==> src/rtl/csgen_pkg.sv <==
package csgen_pkg;
  localparam int BLK_MIN_LOG2 = 11;
  localparam int SIZE_CODE_W  = 3;
  localparam int OPT_W        = 15;
  localparam int TERM_W       = 4;

  localparam logic [TERM_W-1:0] TERM_FAST = 4'd14;
  localparam logic [TERM_W-1:0] TERM_EXT  = 4'd15;

  typedef enum logic [1:0] {
    PIN_DISCRETE = 2'b00,
    PIN_ALT      = 2'b01,
    PIN_CS8      = 2'b10,
    PIN_CS16     = 2'b11
  } pinMode_e;

  typedef enum logic [1:0] {
    CFG_BASE = 2'd0,
    CFG_OPT  = 2'd1,
    CFG_PIN  = 2'd2
  } cfgSel_e;

  typedef struct packed {
    logic selOn;
    logic ackOn;
  } ctlStrobe_t;

  // log2 of the window size for each size code
  function automatic int blkShift(input logic [SIZE_CODE_W-1:0] code);
    case (code)
      3'd0: return 11;
      3'd1: return 13;
      3'd2: return 14;
      3'd3: return 16;
      3'd4: return 17;
      3'd5: return 18;
      3'd6: return 19;
      default: return 20;
    endcase
  endfunction
endpackage

==> src/rtl/csgen_datapath.sv <==
module csgen_datapath
  import csgen_pkg::*;
#(
  parameter int ADDR_W = 24,
  localparam int BASE_W = ADDR_W - BLK_MIN_LOG2,
  localparam int CFG_W  = BASE_W + SIZE_CODE_W
) (
  input  logic              clk,
  input  logic              rstN,
  input  logic              cfgWrEn,
  input  logic [1:0]        cfgSel,
  input  logic [CFG_W-1:0]  cfgWrData,
  input  logic [ADDR_W-1:0] busAddr,
  input  logic              asN,
  input  logic              udsN,
  input  logic              ldsN,
  input  logic              busRead,
  input  logic              spaceCpu,
  input  logic              spaceSuper,
  input  logic              altFuncIn,
  input  ctlStrobe_t        ctl,
  output logic              hit,
  output logic [TERM_W-1:0] ackCode,
  output logic              csPinN,
  output logic [1:0]        ackN,
  output logic              avecN
);
  logic [CFG_W-1:0]  baseReg;
  logic [OPT_W-1:0]  optReg;
  pinMode_e          pinMode;
  logic              discBit;

  always_ff @(posedge clk or negedge rstN) begin
    if (!rstN) begin
      baseReg <= '0;
      optReg  <= '0;
      pinMode <= PIN_DISCRETE;
      discBit <= 1'b1;
    end else if (cfgWrEn) begin
      case (cfgSel_e'(cfgSel))
        CFG_BASE: baseReg <= cfgWrData;
        CFG_OPT:  optReg  <= cfgWrData[OPT_W-1:0];
        CFG_PIN: begin
          pinMode <= pinMode_e'(cfgWrData[1:0]);
          discBit <= cfgWrData[2];
        end
        default: ;
      endcase
    end
  end

  // option fields
  logic [1:0] laneField, dirField, spaceField;
  logic       dsTimed, avecReq;
  logic [2:0] levelField;
  assign laneField  = optReg[14:13];
  assign dirField   = optReg[12:11];
  assign dsTimed    = optReg[10];
  assign ackCode    = optReg[9:6];
  assign spaceField = optReg[5:4];
  assign levelField = optReg[3:1];
  assign avecReq    = optReg[0];

  logic isCs;
  assign isCs = (pinMode == PIN_CS8) || (pinMode == PIN_CS16);

  // address window compare with size mask
  logic [SIZE_CODE_W-1:0] sizeCode;
  logic [BASE_W-1:0]      baseHi, keepMask, addrHi;
  logic                   addrEq;
  assign sizeCode = baseReg[SIZE_CODE_W-1:0];
  assign baseHi   = baseReg[CFG_W-1:SIZE_CODE_W];
  assign addrHi   = busAddr[ADDR_W-1:BLK_MIN_LOG2];

  always_comb begin
    for (int i = 0; i < BASE_W; i++) begin
      keepMask[i] = ((i + BLK_MIN_LOG2) >= blkShift(sizeCode));
    end
  end
  assign addrEq = ~|((addrHi ^ baseHi) & keepMask);

  logic unusedAddrBits;
  assign unusedAddrBits = ^{busAddr[BLK_MIN_LOG2-1:4], busAddr[0]};

  logic laneOk, dirOk, spaceOk, levelOk, addrOk;

  always_comb begin
    if (laneField == 2'b00) laneOk = 1'b0;
    else if (!dsTimed)      laneOk = 1'b1;
    else begin
      case (laneField)
        2'b01:   laneOk = !ldsN;
        2'b10:   laneOk = !udsN;
        default: laneOk = !ldsN || !udsN;
      endcase
    end
  end

  always_comb begin
    case (dirField)
      2'b00:   dirOk = 1'b0;
      2'b01:   dirOk = busRead;
      2'b10:   dirOk = !busRead;
      default: dirOk = 1'b1;
    endcase
  end

  assign levelOk = (levelField == 3'd0) || (busAddr[3:1] == levelField);

  always_comb begin
    case (spaceField)
      2'b00:   spaceOk = spaceCpu && levelOk;
      2'b01:   spaceOk = !spaceCpu && !spaceSuper;
      2'b10:   spaceOk = !spaceCpu && spaceSuper;
      default: spaceOk = !spaceCpu;
    endcase
  end

  assign addrOk = (spaceField == 2'b00) ? 1'b1 : addrEq;
  assign hit    = isCs && !asN && laneOk && dirOk && spaceOk && addrOk;

  // pin and acknowledge drive
  logic avecMode;
  assign avecMode = avecReq && (spaceField == 2'b00);

  always_comb begin
    case (pinMode)
      PIN_DISCRETE: csPinN = discBit;
      PIN_ALT:      csPinN = altFuncIn;
      default:      csPinN = !ctl.selOn;
    endcase
  end

  always_comb begin
    ackN  = 2'b11;
    avecN = 1'b1;
    if (ctl.ackOn && isCs) begin
      if (avecMode)                  avecN = 1'b0;
      else if (pinMode == PIN_CS16)  ackN  = 2'b00;
      else                           ackN  = 2'b10;
    end
  end
endmodule

==> src/rtl/csgen_control.sv <==
module csgen_control
  import csgen_pkg::*;
(
  input  logic              clk,
  input  logic              rstN,
  input  logic              hit,
  input  logic [TERM_W-1:0] ackCode,
  output ctlStrobe_t        ctl
);
  typedef enum logic [1:0] {ST_IDLE, ST_WAIT, ST_ACK, ST_HOLD} state_e;

  state_e            state;
  logic [TERM_W-1:0] waitCnt;

  always_ff @(posedge clk or negedge rstN) begin
    if (!rstN) begin
      state   <= ST_IDLE;
      waitCnt <= '0;
    end else begin
      case (state)
        ST_IDLE: begin
          if (hit) begin
            if (ackCode == TERM_FAST)     state <= ST_ACK;
            else if (ackCode == TERM_EXT) state <= ST_HOLD;
            else begin
              waitCnt <= ackCode;
              state   <= ST_WAIT;
            end
          end
        end
        ST_WAIT: begin
          if (!hit)               state   <= ST_IDLE;
          else if (waitCnt == '0) state   <= ST_ACK;
          else                    waitCnt <= waitCnt - 1'b1;
        end
        default: begin
          if (!hit) state <= ST_IDLE;
        end
      endcase
    end
  end

  assign ctl.selOn = (state != ST_IDLE);
  assign ctl.ackOn = (state == ST_ACK);
endmodule

==> src/rtl/csgen_channel.sv <==
module csgen_channel
  import csgen_pkg::*;
#(
  parameter int ADDR_W = 24
) (
  input  logic                                       clk,
  input  logic                                       rstN,
  input  logic                                       cfgWrEn,
  input  logic [1:0]                                 cfgSel,
  input  logic [ADDR_W-BLK_MIN_LOG2+SIZE_CODE_W-1:0] cfgWrData,
  input  logic [ADDR_W-1:0]                          busAddr,
  input  logic                                       asN,
  input  logic                                       udsN,
  input  logic                                       ldsN,
  input  logic                                       busRead,
  input  logic                                       spaceCpu,
  input  logic                                       spaceSuper,
  input  logic                                       altFuncIn,
  output logic                                       csPinN,
  output logic [1:0]                                 ackN,
  output logic                                       avecN
);
  ctlStrobe_t        ctl;
  logic              hit;
  logic [TERM_W-1:0] ackCode;

  csgen_datapath #(.ADDR_W(ADDR_W)) u_dp (
    .clk, .rstN, .cfgWrEn, .cfgSel, .cfgWrData, .busAddr, .asN, .udsN,
    .ldsN, .busRead, .spaceCpu, .spaceSuper, .altFuncIn, .ctl, .hit,
    .ackCode, .csPinN, .ackN, .avecN
  );

  csgen_control u_ctl (
    .clk, .rstN, .hit, .ackCode, .ctl
  );
endmodule

==> config.mk <==
export PLATFORM = sky130hd
export DESIGN_NAME = csgen_channel
export DESIGN_NICKNAME = d
export VERILOG_FILES = /design/src/rtl/csgen_pkg.sv /design/src/rtl/csgen_datapath.sv /design/src/rtl/csgen_control.sv /design/src/rtl/csgen_channel.sv
export SDC_FILE = /design/constraint.sdc
export NUM_CORES = 1
export LEC_CHECK = 0
export BUFFER_PORTS_ARGS = -buffer_cell sky130_fd_sc_hd__buf_2
export CAP_MARGIN = 20
export CORE_UTILIZATION = 40
export CTS_BUF_LIST = sky130_fd_sc_hd__clkbuf_8
export DETAILED_ROUTE_END_ITERATION = 16
export GPL_TIMING_DRIVEN = 0
export PLACE_DENSITY = 0.65
export SETUP_SLACK_MARGIN = 0.5
export SYNTH_ARGS = -nofsm -noshare
export SYNTH_HDL_FRONTEND = slang
export SYNTH_SLANG_ARGS = --single-unit
==> constraint.sdc <==
create_clock -name clk -period 2.4 [get_ports clk]
set_clock_uncertainty 0.15 [all_clocks]
set_input_delay 0.48 -clock clk [delete_from_list [all_inputs] [get_ports clk]]
set_output_delay 0.48 -clock clk [all_outputs]
set_load 0.05 [all_outputs]
==> results.tsv, run 1 <==
metric	value	unit
slew_headroom	0.405	
reg2reg_from	u_dp.optReg[13]	
globalplace.congestion	0.856	
coreArea	5140	µm²
syn-num-nets	241	
cts_max_level	2	
dp_worst_setup_slack	182	ps
cpPeakStageDelay	410	ps
portBuffers	47	
rows	26	
cts_buffers	5	
grt_pass1_vias	1599	
diodes	0	
design.die.area	5650	µm²
hold_buffers	0	
initialDrtViolationCount	86	
synth_area_per_cell	11.8	µm²
grt_usage	0.186	
hold_class	input pin to async pin	
drive_gt1_frac	0.531	
die_w	75.2	µm
power_density	722	nW/µm²
vias	1620	
dp_hpwl	3310	µm
tritoncts	yes	
cts.clk_slew.worst_paths	80	ps
synth_cell_type_count	44	
finalHoldViolCount	0	
synth.yosys.seq_area_share	0.468	
crit_type	register to register	
io_pins	56	
drv_slew	0	
clock_sinks	40	
ant_nets	0	
synth_edf_count	0	
synthCells	182	
required	2430	ps
grt_max_degree	41	
grt.overflow.total	0	
setup_ws	261	ps
min_period	2140	ps
worst_pin_slew	893	ps
tns	0	ps
ir_worst_vdd	0.000335	V
synth_warnings	0	
start_util	0.417	
cp_slowest_cell	dfrtp_2	
cts_root_buf	clkbuf_8	
clockBufferDepth	2	
use_met3	0.0469	
cp.arrival	2160	ps
static-leakage-power	1.22	nW
fin_hold_ws	162	ps
nFillCells	473	
fmax	468	MHz
crit_start	u_dp.optReg[13]	
grt_pass1_wl	7560	µm
cp_max_fo	5	
area_delta_synth_final	33.0	%
clkLatencyLatePin	290	ps
die_h	75.2	µm
rsz0062_at_grt	yes	
top_usage_layer	met2	
final_nets	303	
cp-start-kind	register	
finalSetupViolCount	0	
use_met2	0.307	
yosys_most_used_dff	dfrtp_1	
timing.final.crit_share	0.891	
antenna_found_initial	0	
dr.pass1.iters	4	
wl_per_cell	14.9	µm
wl	4700	µm
synth-seq-cells	40	
netlist_area	2140	µm²
worstPathCellList	inv_2, ha_4, nor2b_4, o221ai_2, and4_4, o21ai_4, buf_6, o41ai_4, o31ai_2	
endpoint_kind	register	
max_cap_violations	0	
gr-usage-met1	0.238	
status	finished clean	
drc	0	
vias_per_cell	5.14	
async_flop_share	1.00	
-- kinds of logic (layout without fill, tap and decap cells) --
| kind of cell | Yosys count | count (layout) | synth area share |
|---|---|---|---|
| mux | 37 | 37 | 0.193 |
| flops | 40 | 40 | 0.468 |
| xor+xnor | 15 | 15 | 0.0613 |
| buf+inv | 12 | 75 | 0.0216 |
| fa+ha+maj | 7 | 7 | 0.0409 |
| compound gates | 35 | 35 | 0.119 |
| simple gates | 36 | 36 | 0.0970 |
-- layout make-up --
cell class | instances | area, µm² | share of cell area
clock buffer | 5 | 68.8 | 0.0242
buffer | 3 | 22.5 | 0.00791
timing repair buffer | 55 | 328 | 0.115
inverter | 9 | 33.8 | 0.0119
tap | 70 | 87.6 | 0.0307
clock inverter | 3 | 42.5 | 0.0149
sequential | 40 | 1010 | 0.353
multi-input combinational | 130 | 1260 | 0.442
-- worst max-delay path: cells and delay by family, from the launching register on --
kind | cells | cell delay [ps]
buf+inv | 2 | 220
fa+ha+maj | 1 | 200
flops | 1 | 410
simple gates | 2 | 380
compound gates | 4 | 650
-- cells in the final DEF (no fill, tap or decap), types with 3 or more instances in the layout --
cell,n
buf_2,44
dfrtp_1,36
mux2_2,34
xnor2_1,14
o21ai_0,7
nor2_1,7
clkbuf_8,6
buf_6,6
buf_4,6
inv_1,5
nand2_1,5
inv_2,4
ha_1,4
mux2i_1,3
a21oi_1,3
a31oi_1,3
ha_4,3
dfrtp_2,3
-- cell usage after synthesis (2+ instances only) --
cell,number,area [µm²]
nand3b_1,2,15.0
nor2b_1,4,25.0
nand2b_1,2,12.5
mux2i_1,3,30.0
xnor2_1,15,131
a31oi_1,4,25.0
ha_1,7,87.6
clkbuf_1,2,7.51
inv_1,9,33.8
o21ai_0,8,40.0
a21oi_1,4,20.0
mux2_2,34,383
nor2_1,9,33.8
o41ai_1,2,17.5
nand2_1,6,22.5
o31a_1,2,17.5
and4_1,2,17.5
nand3_1,3,15.0
dfrtp_1,39,976
-- final timing paths --
kind	end	slack [ps]	depth (start not counted)
min in group clk	u_dp.baseReg[15]	270	2
setup reg to reg	u_ctl.waitCnt[3]	260	9
max in group asynchronous	u_dp.pinMode[1]	1330	1
hold reg to reg	u_dp.optReg[11]	370	1
setup / recovery	u_ctl.waitCnt[3]	260	9
hold / removal	u_dp.baseReg[6]	160	1
-- state kept, by name (all words and copies together) (netlist names) --
name,flops
u_dp.discBit,1
u_dp.pinMode,2
u_dp.baseReg,16
u_ctl.state,2
u_dp.optReg,15
u_ctl.waitCnt,4
-- what timing repair did --
| item | 4_1_cts | 5_1_grt |
|---|---|---|
| endpoints found under the hold margin | 0 | 0 |
| pin swaps | 6 | 7 |
| resized for setup | 27 | 23 |
| setup buffers | 6 | 2 |
| endpoints found under the setup margin | 10 | 20 |
-- power by group --
part / switching, W / internal [W] / total (W) / leakage (nW)
clock network: 0.000238 / 0.000308 / 0.000546 / 0.0541
logic: 0.000268 / 0.000316 / 0.000584 / 0.694
registers: 0.000115 / 0.000810 / 0.000926 / 0.467
-- metal layers --
| layer | part of all wire | wire length, µm | vias to the layer above |
|---|---|---|---|
| li1 | - | - | 786 |
| met1 | 0.45 | 2120 | 784 |
| met2 | 0.48 | 2280 | 42 |
| met3 | 0.043 | 204 | 8 |
| met4 | 0.020 | 93 | 0 |
| met5 | 0 | 0 | - |
-- through the flow --
stage	power (W)	util	instances	cell area, µm²
after global routing	0.00218	0.554	315	2850
after floorplan	0.00124	-	182	2140
final	0.00206	0.554	315	2850
after CTS	0.00200	0.530	313	2720
after global placement	0.00138	0.480	299	2460
after detailed placement	0.00140	0.480	299	2460
No activity file was read; power rests on OpenSTA's default activity.
==> run 2, diff against run 1 <==
RECOVER_POWER = 25   (was unset)
==> results.tsv, run 2 (synthesis results as in run 1) <==
metric	value	unit	change
status	finished clean		unchanged
pwr-share-comb	0.284		about the same
nFillCells	473		unchanged
cts_root_buf	clkbuf_8		unchanged
finalHoldViolCount	0		unchanged
tns	0	ps	unchanged
coreArea	5140	µm²	unchanged
power.internal	0.00143	W	about the same
power	0.00206	W	about the same
min_period	2140	ps	about the same
vias	1620		unchanged
static-leakage-power	1.21	nW	was 1.22 nW
drv_slew	0		unchanged
timing.final.crit_share	0.891		about the same
clkLatencyLatePin	290	ps	about the same
die_h	75.2	µm	unchanged
pwr-share-clk	0.266		about the same
seqPwrFrac	0.450		about the same
swShare	0.302		about the same
io_pins	56		unchanged
largest_reg_flops	16		unchanged
rows	26		unchanged
clock_sinks	40		unchanged
cp_max_fo	5		unchanged
globalplace.congestion	0.856		unchanged
mostFrequentLayoutCells	42 x buf_2, 36 x dfrtp_1, 34 x mux2_2		was 44 x buf_2, 36 x dfrtp_1, 34 x mux2_2
cts_max_level	2		unchanged
top_register	u_dp.baseReg		unchanged
hold_buffers	0		unchanged
die_w	75.2	µm	unchanged
initialDrtViolationCount	86		unchanged
design.die.area	5650	µm²	unchanged
final_nets	303		unchanged
dr.pass1.iters	4		unchanged
cts_buffers	5		unchanged
grt_usage	0.186		unchanged
dp_hpwl	3310	µm	unchanged
wl_per_cell	14.9	µm	about the same
drive_gt1_frac	0.527		was 0.531
timing.reg2reg.setup_slack	260	ps	about the same
worst_pin_slew	1000	ps	was 893 ps
reg_top3	u_dp.baseReg (16), u_dp.optReg (15), u_ctl.waitCnt (4)		unchanged
fmax	468	MHz	about the same
vias_per_cell	5.14		unchanged
slew_headroom	0.334		was 0.405
wl	4690	µm	was 4700 µm
rsz0062_at_grt	yes		unchanged
area_delta_synth_final	32.9	%	was 33.0%
ir_worst_vdd	0.000335	V	about the same
grt_pass1_wl	7560	µm	unchanged
final_common_cell	buf_2		unchanged
antenna_found_initial	0		unchanged
finalSetupViolCount	0		unchanged
cp-start-kind	register		unchanged
netSwitchingPower	0.000622	W	about the same
required	2430	ps	about the same
cp.arrival	2160	ps	about the same
max_cap_violations	0		unchanged
clockBufferDepth	2		unchanged
grt_pass1_vias	1599		unchanged
ant_nets	0		unchanged
grt.overflow.total	0		unchanged
hold_class	input pin to async pin		unchanged
diodes	0		unchanged
grt_max_degree	41		unchanged
tritoncts	yes		unchanged
crit_type	register to register		unchanged
endpoint_kind	register		unchanged
cts.clk_slew.worst_paths	80	ps	about the same
drc	0		unchanged
portBuffers	47		unchanged
start_util	0.417		unchanged
power_density	722	nW/µm²	about the same
run 2: worst paths after layout:
path                                  from                to  cells past startpoint
max in group asynchronous             rstN   u_dp.pinMode[1]                      1
min                                   rstN   u_dp.baseReg[6]                      1
min reg2reg                u_dp.optReg[11]   u_dp.optReg[11]                      1
max                        u_dp.optReg[13]  u_ctl.waitCnt[3]                      9
max reg2reg                u_dp.optReg[13]  u_ctl.waitCnt[3]                      9
min in group clk             cfgWrData[15]  u_dp.baseReg[15]                      2
run 2: what timing repair did:
action	CTS	global route
endpoints found under the hold margin	0	0
pin swaps	6	7
gates resized for setup	27	23
buffers inserted	6	2
setup endpoints to repair	10	20
run 2: per-stage QoR:
stage                     std cells  cell area, µm²  setup slack (ps)   util  hold WS [ps]
after detailed placement        299            2460               182  0.480           346
after floorplan                 182            2140               411      -          34.4
final                           315            2850               261  0.554           197
after CTS                       313            2720               272  0.530           186
after global placement          299            2460               206  0.480           336
after global routing            315            2850               187  0.554           263
run 2: power by group through the flow:
stage	logic [W]	clock network, W	registers (W)
after detailed placement	0.000465	0	0.000931
after global placement	0.000454	0	0.000925
after floorplan	0.000344	0	0.000899
after CTS	0.000514	0.000563	0.000923
final	0.000584	0.000546	0.000926
after global routing	0.000646	0.000588	0.000946
run 2: final cells by class:
class | count | area [µm²] | share of cell area
multi-input combinational | 130 | 1260 | 0.442
sequential | 40 | 1010 | 0.353
buffer | 3 | 22.5 | 0.00791
clock buffer | 5 | 68.8 | 0.0242
timing repair buffer | 55 | 327 | 0.115
inverter | 9 | 33.8 | 0.0119
tap | 70 | 87.6 | 0.0308
clock inverter | 3 | 42.5 | 0.0149
run 2: critical path, cell delays in order, from the launching register on:
cell and delay (ps):
dfrtp_2 410, inv_2 80, ha_4 200, nor2b_4 120, o221ai_2 180, and4_4 260, o21ai_4 80, buf_6 140
o41ai_4 280, o31ai_2 110
run 2: per-layer routing:
metal,part of all wire,GRT usage,vias to the layer above
met4,0.020,0.0638,0
met2,0.48,0.307,42
met3,0.044,0.0469,8
met5,0,0,-
li1,-,-,786
met1,0.45,0.238,784
==> run 3, diff against run 2 <==
clock period = 2.3 ns   (was 2.4 ns; I/O delays follow)
==> results.tsv, run 3 (synthesis results as in run 1) <==
metric	value	unit	change
endpoint_kind	register		unchanged
fin_hold_ws	186	ps	was 197 ps
tns	0	ps	unchanged
mostFrequentLayoutCells	42 x buf_2, 38 x dfrtp_1, 34 x mux2_2		was 42 x buf_2, 36 x dfrtp_1, 34 x mux2_2
cts.clk_slew.worst_paths	70	ps	was 80 ps
crit_type	register to register		unchanged
required	2320	ps	was 2430 ps
portBuffers	47		unchanged
critPathTopFamily	simple AND/OR/NAND/NOR gates		was compound AO/OA/AOI/OAI gates
io_pins	56		unchanged
die_h	75.2	µm	unchanged
drt-met1-wl	2090	µm	was 2120 µm
worst_pin_slew	999	ps	was 1000 ps
timing.final.crit_share	0.914		was 0.891
ant_nets	0		unchanged
design.die.area	5650	µm²	unchanged
grt_pass1_wl	7480	µm	was 7560 µm
final_common_cell	buf_2		unchanged
cts_buffers	5		unchanged
status	finished clean		unchanged
min_period	2100	ps	was 2140 ps
dp_hpwl	3320	µm	was 3310 µm
clock_sinks	40		unchanged
die_w	75.2	µm	unchanged
grt_pass1_vias	1610		was 1,599
rows	26		unchanged
largest_reg_flops	16		unchanged
ir_worst_vdd	0.000397	V	was 0.000335 V
finalSetupViolCount	0		unchanged
drv_slew	0		unchanged
fmax	475	MHz	was 468 MHz
vias_per_cell	5.17		was 5.14
fin_area	2870	µm²	was 2850 µm²
drive_gt1_frac	0.543		was 0.527
final_nets	305		was 303
postLayoutCoreUtil	0.558		was 0.554
cpPeakStageDelay	390	ps	was 410 ps
dr.pass1.iters	4		unchanged
wl_per_cell	14.5	µm	was 14.9 µm
cp_slowest_cell	dfrtp_1		was dfrtp_2
grt.overflow.total	0		unchanged
wl	4600	µm	was 4690 µm
area_delta_synth_final	34.0	%	was 32.9%
numPlacedInstances	299		unchanged
rsz0062_at_grt	yes		unchanged
slew_headroom	0.334		about the same
worstPathCellList	inv_2, ha_4, nor2b_4, o221ai_2, and4_4, o21ai_4, or2_4, o31a_1		was inv_2, ha_4, nor2b_4, o221ai_2, and4_4, o21ai_4, buf_6, o41ai_4, o31ai_2
grt_usage	0.181		was 0.186
reg_top3	u_dp.baseReg (16), u_dp.optReg (15), u_ctl.waitCnt (4)		unchanged
dr_wl_met3	155	µm	was 205 µm
start_util	0.417		unchanged
diodes	0		unchanged
grt_max_degree	41		unchanged
cp_max_fo	5		unchanged
top_layer	met4		unchanged
cp.buffers_inverters	1		was 2
max_cap_violations	0		unchanged
tritoncts	yes		unchanged
cp-start-kind	register		unchanged
globalplace.congestion	0.850		was 0.856
clkLatencyLatePin	280	ps	was 290 ps
wl_met2	2250	µm	was 2270 µm
cts_root_buf	clkbuf_8		unchanged
coreArea	5140	µm²	unchanged
stdcell_count	317		was 315
cp.arrival	2130	ps	was 2160 ps
power_density	709	nW/µm²	was 722 nW/µm²
finalHoldViolCount	0		unchanged
top_register	u_dp.baseReg		unchanged
hold_class	input pin to async pin		unchanged
static-leakage-power	1.23	nW	was 1.21 nW
drc	0		unchanged
initialDrtViolationCount	58		was 86
cts_max_level	2		unchanged
vias	1638		was 1,620
place_area	2460	µm²	unchanged
clockBufferDepth	2		unchanged
antenna_found_initial	0		unchanged
[run 3: cell types whose count changed in the layout (fill, tap and decap cells not counted), moves of 2 or more]
cell	before	now
inv_1	5	7
dfrtp_1	36	38
buf_4	6	9
dfrtp_2	3	1
[run 3: final cells by class]
| cell class | instances | area [µm²] |
|---|---|---|
| clock inverters | 3 | 12.5 |
| flip-flops and latches | 40 | 1000 |
| clock buffers | 5 | 68.8 |
| multi-input cells | 130 | 1300 |
| plain buffers | 3 | 25.0 |
| well taps | 70 | 87.6 |
| repair buffers | 57 | 338 |
| fillers | 479 | 2270 |
| inverters | 9 | 33.8 |
[run 3: worst paths after layout]
kind	startpoint	to	slack [ps]	cells past startpoint
max	u_dp.optReg[13]	u_ctl.waitCnt[2]	200	8
min	rstN	u_dp.baseReg[7]	190	1
max reg2reg	u_dp.optReg[13]	u_ctl.waitCnt[2]	200	8
min reg2reg	u_dp.optReg[12]	u_dp.optReg[12]	360	1
max in group asynchronous	rstN	u_dp.pinMode[1]	1150	1
min in group clk	cfgWrData[15]	u_dp.baseReg[15]	250	2
[run 3: metal layers]
metal	up-vias	global-route usage
met5	-	0
met4	0	0.0802
met3	10	0.0388
met2	38	0.289
met1	797	0.238
li1	793	-
[run 3: what timing repair did]
item                                    4_1_cts  5_1_grt
hold buffers                                  0        0
pin swaps                                     6        5
resized for setup                            32       24
buffers inserted                              8        2
gates cloned                                  0        0
endpoints found under the setup margin       12       10
[run 3: per-stage QoR]
step,total power [W],setup slack (ps)
2_1_floorplan,0.00130,311
3_3_place_gp,0.00144,109
3_5_place_dp,0.00146,95.9
4_1_cts,0.00196,170
5_1_grt,0.00216,126
6_report,0.00204,197
[run 3: where the power goes]
part           internal (W)  switching (W)  total (W)
combinational      0.000352       0.000289   0.000642
clock              0.000204       0.000221   0.000425
sequential         0.000845       0.000123   0.000968
